<file path="config.mk">
export PLATFORM = sky130hd
export DESIGN_NAME = thermal_throttle
export DESIGN_NICKNAME = d
export VERILOG_FILES = /design/src/rtl/thr_pkg.sv /design/src/rtl/thr_datapath.sv /design/src/rtl/thr_control.sv /design/src/rtl/thermal_throttle.sv
export SDC_FILE = /design/constraint.sdc
export NUM_CORES = 1
export LEC_CHECK = 0
export ABC_CLOCK_PERIOD_IN_PS = 3800
export BUFFER_PORTS_ARGS = -buffer_cell sky130_fd_sc_hd__buf_2
export CORE_ASPECT_RATIO = 1.25
export CORE_MARGIN = 8
export CORE_UTILIZATION = 56
export DETAILED_ROUTE_END_ITERATION = 12
export HOLD_SLACK_MARGIN = 0.08
export PLACE_DENSITY_LB_ADDON = 0.15
export SLEW_MARGIN = 25
export SYNTH_ARGS = -nofsm -noshare
export SYNTH_HDL_FRONTEND = slang
export SYNTH_SLANG_ARGS = --single-unit
</file>
<file path="constraint.sdc">
create_clock -name clk -period 3.8 [get_ports clk]
set_input_delay 0.95 -clock clk [delete_from_list [all_inputs] [get_ports clk]]
set_output_delay 0.95 -clock clk [all_outputs]
set_load 0.05 [all_outputs]
</file>
<file path="src/rtl/thr_pkg.sv">
package thr_pkg;

  // Strobes sent from control to datapath
  typedef struct packed {
    logic thrActive;  // duty pattern applies
    logic cntClear;   // hold phase counter at zero
    logic stopAll;    // critical stop, enable forced low
  } thrStrobe_t;

  typedef enum logic [0:0] {
    ST_COOL = 1'b0,
    ST_HOT  = 1'b1
  } hotState_t;

endpackage

</file>
<file path="src/rtl/thr_datapath.sv">
module thr_datapath
  import thr_pkg::*;
#(
  parameter int unsigned TEMP_W = 8,
  parameter int unsigned CNT_W  = 8,
  parameter int unsigned HYST   = 4
) (
  input  logic              clk,
  input  logic              rstN,
  input  logic [TEMP_W-1:0] tempCode,
  input  logic [TEMP_W-1:0] tripLevel,
  input  logic [TEMP_W-1:0] critLevel,
  input  logic [CNT_W-1:0]  periodLen,
  input  logic [CNT_W-1:0]  onLen,
  input  thrStrobe_t        strobe,
  output logic              atTrip,
  output logic              belowRelease,
  output logic              atCrit,
  output logic              coreClkEn
);

  localparam int unsigned EXT_W = TEMP_W + 1;
  localparam logic [EXT_W-1:0] HYST_EXT = EXT_W'(HYST);

  logic [EXT_W-1:0] tempExt;
  logic [EXT_W-1:0] tripExt;
  logic [CNT_W-1:0] phaseCnt;
  logic             lastPhase;
  logic             phaseOn;

  // Threshold comparators
  always_comb begin
    tempExt      = {1'b0, tempCode};
    tripExt      = {1'b0, tripLevel};
    atTrip       = (tempCode >= tripLevel);
    atCrit       = (tempCode >= critLevel);
    belowRelease = ((tempExt + HYST_EXT) < tripExt);
  end

  // Phase counter for the duty pattern
  always_comb begin
    lastPhase = (periodLen == '0) || (phaseCnt >= (periodLen - CNT_W'(1)));
  end

  always_ff @(posedge clk or negedge rstN) begin
    if (!rstN) begin
      phaseCnt <= '0;
    end else if (strobe.cntClear) begin
      phaseCnt <= '0;
    end else if (lastPhase) begin
      phaseCnt <= '0;
    end else begin
      phaseCnt <= phaseCnt + CNT_W'(1);
    end
  end

  always_comb begin
    phaseOn   = (phaseCnt < onLen);
    coreClkEn = !strobe.stopAll && (!strobe.thrActive || phaseOn);
  end

endmodule

</file>
<file path="src/rtl/thr_control.sv">
module thr_control
  import thr_pkg::*;
(
  input  logic       clk,
  input  logic       rstN,
  input  logic       atTrip,
  input  logic       belowRelease,
  input  logic       atCrit,
  input  logic       swThrottle,
  output thrStrobe_t strobe,
  output logic       procHot,
  output logic       shutdownReq
);

  hotState_t hwState;
  hotState_t hwStateNext;
  logic      thrOn;
  logic      shutReg;

  // Hysteresis state for the hardware path
  always_comb begin
    hwStateNext = hwState;
    unique case (hwState)
      ST_COOL: if (atTrip)       hwStateNext = ST_HOT;
      ST_HOT:  if (belowRelease) hwStateNext = ST_COOL;
      default: hwStateNext = ST_COOL;
    endcase
  end

  always_ff @(posedge clk or negedge rstN) begin
    if (!rstN) begin
      hwState <= ST_COOL;
      thrOn   <= 1'b0;
      shutReg <= 1'b0;
    end else begin
      hwState <= hwStateNext;
      thrOn   <= (hwStateNext == ST_HOT) || swThrottle;
      shutReg <= shutReg || atCrit;
    end
  end

  always_comb begin
    strobe.thrActive = thrOn;
    strobe.cntClear  = !thrOn;
    strobe.stopAll   = shutReg;
    procHot          = thrOn;
    shutdownReq      = shutReg;
  end

endmodule

</file>
<file path="src/rtl/thermal_throttle.sv">
module thermal_throttle
  import thr_pkg::*;
#(
  parameter int unsigned TEMP_W = 8,
  parameter int unsigned CNT_W  = 8,
  parameter int unsigned HYST   = 4
) (
  input  logic              clk,
  input  logic              rstN,
  input  logic [TEMP_W-1:0] tempCode,
  input  logic [TEMP_W-1:0] tripLevel,
  input  logic [TEMP_W-1:0] critLevel,
  input  logic [CNT_W-1:0]  periodLen,
  input  logic [CNT_W-1:0]  onLen,
  input  logic              swThrottle,
  output logic              coreClkEn,
  output logic              procHot,
  output logic              shutdownReq
);

  thrStrobe_t strobe;
  logic       atTrip;
  logic       belowRelease;
  logic       atCrit;

  thr_datapath #(
    .TEMP_W(TEMP_W),
    .CNT_W (CNT_W),
    .HYST  (HYST)
  ) uDp (
    .clk         (clk),
    .rstN        (rstN),
    .tempCode    (tempCode),
    .tripLevel   (tripLevel),
    .critLevel   (critLevel),
    .periodLen   (periodLen),
    .onLen       (onLen),
    .strobe      (strobe),
    .atTrip      (atTrip),
    .belowRelease(belowRelease),
    .atCrit      (atCrit),
    .coreClkEn   (coreClkEn)
  );

  thr_control uCtl (
    .clk         (clk),
    .rstN        (rstN),
    .atTrip      (atTrip),
    .belowRelease(belowRelease),
    .atCrit      (atCrit),
    .swThrottle  (swThrottle),
    .strobe      (strobe),
    .procHot     (procHot),
    .shutdownReq (shutdownReq)
  );

endmodule

</file>
==> results of run 1 <==
## state kept, by name, indices dropped and copies added (netlist names)
register / cells
uCtl.procHot: 1
uDp.phaseCnt: 8
uCtl.shutdownReq: 1
uCtl.hwState: 1
## stage by stage
step	worst slack, ns	area [um^2]	power, mW
finish	0.503	1860	0.522
global route	0.425	1860	0.568
CTS	0.478	1860	0.525
detailed placement	0.482	1830	0.446
global placement	0.550	1830	0.424
floorplan	0.400	1560	0.354
## power by group
| group | internal (mW) | total (mW) | switching, mW | leakage [nW] |
|---|---|---|---|---|
| sequential | 0.145 | 0.184 | 0.0388 | 0.138 |
| clock | 0.0406 | 0.0766 | 0.0360 | 0.0150 |
| combinational | 0.121 | 0.262 | 0.141 | 0.859 |
## cell type report
class | count | area [um^2] | area share (%)
Multi-Input combinational cell | 141 | 1170 | 62.7
Clock buffer | 4 | 26.3 | 1.41
Tap cell | 34 | 42.5 | 2.29
Sequential cell | 11 | 275 | 14.8
Inverter | 31 | 116 | 6.26
Timing Repair Buffer | 46 | 233 | 12.5
## logic make-up after synthesis
| family | count (synthesis) | share of synthesized area [%] |
|---|---|---|
| simple gates | 50 | 17.8 |
| compound gates | 34 | 14.8 |
| buf+inv | 31 | 7.50 |
| xor+xnor | 16 | 9.03 |
| fa+ha+maj | 41 | 33.1 |
| flops | 11 | 17.7 |
## cell usage in the layout, fill, tap and decap left out
cell type / synthesis / layout
a2111oi_0: 2 / 2
nand3_1: 7 / 7
o21bai_1: 1 / 1
nor3b_1: 1 / 1
dfrtp_1: 11 / 11
xnor2_1: 12 / 12
o21ai_0: 7 / 7
clkbuf_1: 0 / 1
xor2_1: 4 / 4
a21o_1: 2 / 2
o221ai_1: 2 / 2
a21oi_1: 6 / 6
nand4b_4: 1 / 1
ha_1: 41 / 41
a221oi_2: 0 / 1
a31oi_1: 1 / 1
nand4_1: 1 / 1
nor2b_1: 2 / 2
buf_2: 0 / 45
a211oi_1: 6 / 6
nand2b_1: 3 / 3
clkbuf_4: 0 / 3
a311oi_1: 1 / 1
and3_1: 2 / 2
nor2_1: 10 / 10
nor4_1: 1 / 1
or4b_4: 1 / 1
or4_4: 1 / 1
nor4b_1: 1 / 1
a41oi_1: 1 / 1
nor3_1: 9 / 9
o21a_1: 2 / 2
inv_1: 31 / 31
buf_4: 0 / 1
o211ai_1: 2 / 2
nand2_1: 10 / 10
## per-layer routing
| metal | part of all wire [%] | GRT usage, % | wire [um] | vias to the layer above |
|---|---|---|---|---|
| met5 | 0 | 0 | 0 | - |
| met1 | 37 | 12.7 | 1390 | 696 |
| met2 | 56 | 33.5 | 2100 | 52 |
| li1 | - | - | - | 751 |
| met3 | 4.7 | 4.17 | 174 | 12 |
| met4 | 1.9 | 6.35 | 70 | 0 |
## final timing paths
check,startpoint,end,slack (ns),depth (start not counted)
worst max-delay path,onLen[6],coreClkEn,0.50,8
worst min-delay path,rstN,uDp.phaseCnt[6],0.53,1
worst min register to register,uDp.phaseCnt[0],uDp.phaseCnt[0],0.53,1
worst max register to register,uDp.phaseCnt[5],uDp.phaseCnt[6],1.91,5
min in group clk,uDp.phaseCnt[0],uDp.phaseCnt[0],0.53,1
max in group asynchronous,rstN,uDp.phaseCnt[0],3.07,1
==> reports/results.tsv, run 1 <==
metric	value	unit
outcome	finished, final reports clean	
initial DRC count	35	
Die H	74.9	um
clock buffer depth	2	
RSZ-0062 raised after global routing	false	
Post-synth top cells	ha_1 (41), inv_1 (31), xnor2_1 (12), dfrtp_1 (11)	
drt total wl	3740	um
Slew Limit Headroom	70.8	%
die area	0.00472	mm^2
nets@finish	318	
slew of the pin with the lowest slew margin	0.428	ns
sequence of cells on the critical path	buf_2 -> inv_1 -> ha_1 -> a21o_1 -> a21oi_1 -> o21ai_0 -> a221oi_2 -> buf_2	
ys flop type	dfrtp_1	
min Tclk post-route	3.30	ns
Layout Cells excl Fill	267	
# resized after CTS	0	
clock slew at reported path FFs	0.07	ns
number of flops mapped to enable cells by yosys	0	
CTS buffer count	3	
via/cell ratio	5.66	
antenna viol nets, final	0	
peak fanout along the critical path	2	
placed insts	263	
Arr. time, crit path	2.35	ns
total negative slack	0	ns
crit path kind	input pin to primary output	
Top delay family on crit path	compound AO/OA/AOI/OAI gates	
Syn Nets	267	
Post-Route Utilization	70.1	%
Setup crit start kind	input pin	
Yosys reg bits	11	
Gate Count Post-Synth	183	
Avg Cell Area, Syn	8.48	um^2
fin crit share	86.8	%
CP most frequent cell	buf_2	
Fill cells	231	
Post-CTS Hold Buffers	0	
clock latency on the worst-skew pair	0.27	ns
routability cong.	0.836	
LEAKAGE	1.01	nW
first-pass GRT wire length	6100	um
vias in the first global route	1622	
MaxCap Viol Count	0	
Core Region	0.00265	mm^2
clock skew	0.00625	ns
Clock Tree Root	clkbuf_4	
peak supply drop	0.218	mV
Starting Density	58.5	%
endpoints failing setup	0	
initial antenna violation count	0	
sequential element share of the synthesized area	17.7	%
worst hold path type	input pin to asynchronous set/reset pin	
IO Count	46	
CTS tree	built	
Synth area leader	ha_1	
postcts setup bufs	0	
Netlist cell types	32	
CP Capture Type	primary output	
Tot GR Track Use	15.5	%
ys async rst share	100	%
H-tree Lvls	1	
Buf+Inv Stages, Crit Path	3	
largest cells by area after synthesis	ha_1 (33%), dfrtp_1 (18%), inv_1 (7.5%)	
total grt overflow	0	
Routed wire per std cell	14.0	um
first-pass detailed-route iteration total	6	
ANT cells	0	
pin count of the biggest net entering global routing	12	
Post-Syn Area	0.00155	mm^2
row count	21	
CP required	2.85	ns
Min Hold Slack	0.530	ns
Slew Viols, Final	0	
Ys Warns	0	
port buffer count	45	
Die X	63.1	um
P&R area growth vs syn	19.8	%
most frequent cell after synthesis	ha_1	
slowest stage cell, crit path	buf_2	
post-synth top area share	33.1	%
via count	1511	
clk sinks	11	
max incr delay on CP	0.30	ns
Fmax	0.303	GHz
DP HPWL	3270	um
DRC Markers	0	
share of cells above drive strength 1	22.7	%
Pwr Density	281	mW/mm^2
Fin. Hold Viols	0	
Note: power is estimated with default switching activity, not from simulation.
==> run 2, diff against run 1 <==
==> constraint.sdc (replaced) <==
create_clock -name clk -period 3.8 [get_ports clk]
set_input_delay 0.19 -clock clk [delete_from_list [all_inputs] [get_ports clk]]
set_output_delay 0.19 -clock clk [all_outputs]
set_load 0.05 [all_outputs]
==> run 2 against run 1 <==
Clock power increased by 4.0%. Routed wire length is 3.7% lower. Final area shrank 0.20%. Highest routed layer unchanged. Flip-flop and latch count is the same. Critical path type is now input pin to flop. Cell count is the same. Sequential share of layout area about the same. Critical path depth unchanged. Core utilization shrank 0.14 points. Register-to-register slack lost 0.15 ns. Fmax increased by 41%.
==> reports/results.tsv, run 2 (synthesis results as in run 1) <==
metric	value	unit	change
postcts setup bufs	0		unchanged
nets@finish	318		unchanged
RSZ-0062 raised after global routing	false		unchanged
FF-to-FF End	uDp.phaseCnt[4]		was uDp.phaseCnt[6]
outcome	finished, final reports clean		unchanged
routability cong.	0.815		was 0.836
first-pass detailed-route iteration total	4		was 6
IO Count	46		unchanged
Setup crit start kind	input pin		unchanged
Die X	63.1	um	unchanged
peak supply drop	0.179	mV	was 0.218 mV
Post-Route Utilization	69.9	%	was 70.1%
total grt overflow	0		unchanged
CP Capture Type	flop		was primary output
clock slew at reported path FFs	0.07	ns	about the same
vias in the first global route	1568		was 1622
Fin. Hold Viols	0		unchanged
Pwr Density	279	mW/mm^2	was 281 mW/mm^2
endpoints failing setup	0		unchanged
Clock Tree Root	clkbuf_4		unchanged
commonest non-fill, non-tap cell in the layout	buf_2		unchanged
ANT cells	0		unchanged
LEAKAGE	1.01	nW	about the same
Arr. time, crit path	2.46	ns	was 2.35 ns
first-pass GRT wire length	6140	um	was 6100 um
P&R area growth vs syn	19.6	%	was 19.8%
Routed wire per std cell	13.5	um	was 14.0 um
clock skew	0.00175	ns	was 0.00625 ns
WP depth	8		unchanged
Layout Cells excl Fill	267		unchanged
Buf+Inv Stages, Crit Path	1		was 3
total negative slack	0	ns	unchanged
MaxCap Viol Count	0		unchanged
Top reg by flops	uDp.phaseCnt		unchanged
slew of the pin with the lowest slew margin	0.881	ns	was 0.428 ns
worst hold path type	input pin to flop		was input pin to asynchronous set/reset pin
CTS buffer count	3		unchanged
worst slack, placed	1.12	ns	was 0.482 ns
row count	21		unchanged
via count	1484		was 1511
Starting Density	58.5	%	unchanged
Slew Limit Headroom	40.9	%	was 70.8%
fin crit share	61.7	%	was 86.8%
max reg flops	8		unchanged
Tot GR Track Use	15.5	%	about the same
clock latency on the worst-skew pair	0.27	ns	about the same
Setup WS post-layout	1.45	ns	was 0.503 ns
antenna viol nets, final	0		unchanged
slowest stage cell, crit path	a211oi_1		was buf_2
Fill cells	213		was 231
peak fanout along the critical path	8		was 2
Top delay family on crit path	simple AND/OR/NAND/NOR gates		was compound AO/OA/AOI/OAI gates
port buffer count	45		unchanged
Core Region	0.00265	mm^2	unchanged
launching point of the worst reg2reg path	uDp.phaseCnt[5]		unchanged
clock buffer depth	2		unchanged
Slew Viols, Final	0		unchanged
Fmax	0.426	GHz	was 0.303 GHz
initial DRC count	33		was 35
max incr delay on CP	0.71	ns	was 0.30 ns
beginning of the critical path	periodLen[3]		was onLen[6]
pin count of the biggest net entering global routing	12		unchanged
initial antenna violation count	0		unchanged
crit path kind	input pin to flop		was input pin to primary output
commonest cells after routing, fill and taps aside	buf_2 (45), ha_1 (41), inv_1 (31)		unchanged
die area	0.00472	mm^2	unchanged
placed insts	262		was 263
clk sinks	11		unchanged
DRC Markers	0		unchanged
min Tclk post-route	2.35	ns	was 3.30 ns
share of cells above drive strength 1	21.9	%	was 22.7%
via/cell ratio	5.56		was 5.66
H-tree Lvls	1		unchanged
CP required	3.91	ns	was 2.85 ns
DP HPWL	3200	um	was 3270 um
Die H	74.9	um	unchanged
Reg2Reg Depth	5		unchanged
Worst R2R Setup Slack	1.76	ns	was 1.91 ns
sequence of cells on the critical path	buf_2 -> or4_4 -> nor4_1 -> xnor2_1 -> ha_1 -> o211ai_1 -> a211oi_1 -> nor3_1		was buf_2 -> inv_1 -> ha_1 -> a21o_1 -> a21oi_1 -> o21ai_0 -> a221oi_2 -> buf_2
Power Total	518	uW	was 522 uW
Worst Setup EP	uDp.phaseCnt[4]		was coreClkEn
CTS tree	built		unchanged
drt total wl	3600	um	was 3740 um
run 2: report_power, final:
group	switching (mW)	internal, mW	leakage, nW
Combinational	0.136	0.119	0.854
Clock	0.0391	0.0406	0.0150
Sequential	0.0373	0.145	0.138
Total	0.213	0.305	1.01
run 2: metal layers:
metal	vias up	part of all wire, %	wire length [um]	track usage, %
li1	753	-	-	-
met1	690	40	1430	14.4
met2	35	55	1960	32.5
met3	6	4.2	151	3.87
met4	0	1.6	56	4.57
met5	-	0	0	0
run 2: through the flow:
stage | cell area (um^2) | hold WS, ns
after floorplan | 1550 | -0.106
after global placement | 1820 | 0.0596
after detailed placement | 1820 | 0.0681
after CTS | 1860 | 0.178
after global routing | 1860 | 0.204
final | 1860 | 0.184
run 2: how the worst min path moves through the flow:
stage	startpoint	to	slack [ns]	depth (start not counted)
6_report	swThrottle	uCtl.procHot	0.18	3
5_1_grt	swThrottle	uCtl.procHot	0.20	3
4_1_cts	swThrottle	uCtl.procHot	0.18	3
3_5_place_dp	rstN	uDp.phaseCnt[6]	0.07	1
3_3_place_gp	rstN	uDp.phaseCnt[7]	0.06	1
2_1_floorplan	rstN	uCtl.hwState	-0.11	0
run 2: cell type report:
| class | instances | area (um^2) | share of cell area, % |
|---|---|---|---|
| well taps | 34 | 42.5 | 2.29 |
| flip-flops and latches | 11 | 275 | 14.8 |
| repair buffers | 46 | 235 | 12.7 |
| clock buffers | 4 | 26.3 | 1.42 |
| inverters | 31 | 116 | 6.27 |
| multi-input cells | 141 | 1160 | 62.5 |
run 2: worst register-to-register path, stage by stage, from the launching register on:
cell      delay [ns]
dfrtp_1         0.46
ha_1            0.34
o21a_1          0.14
o211ai_1        0.09
a211oi_1        0.71
nor3_1          0.15
run 2: timing repair:
item,CTS,global route
gates resized for setup,0,0
endpoints found under the hold margin,11,0
hold buffers,1,0
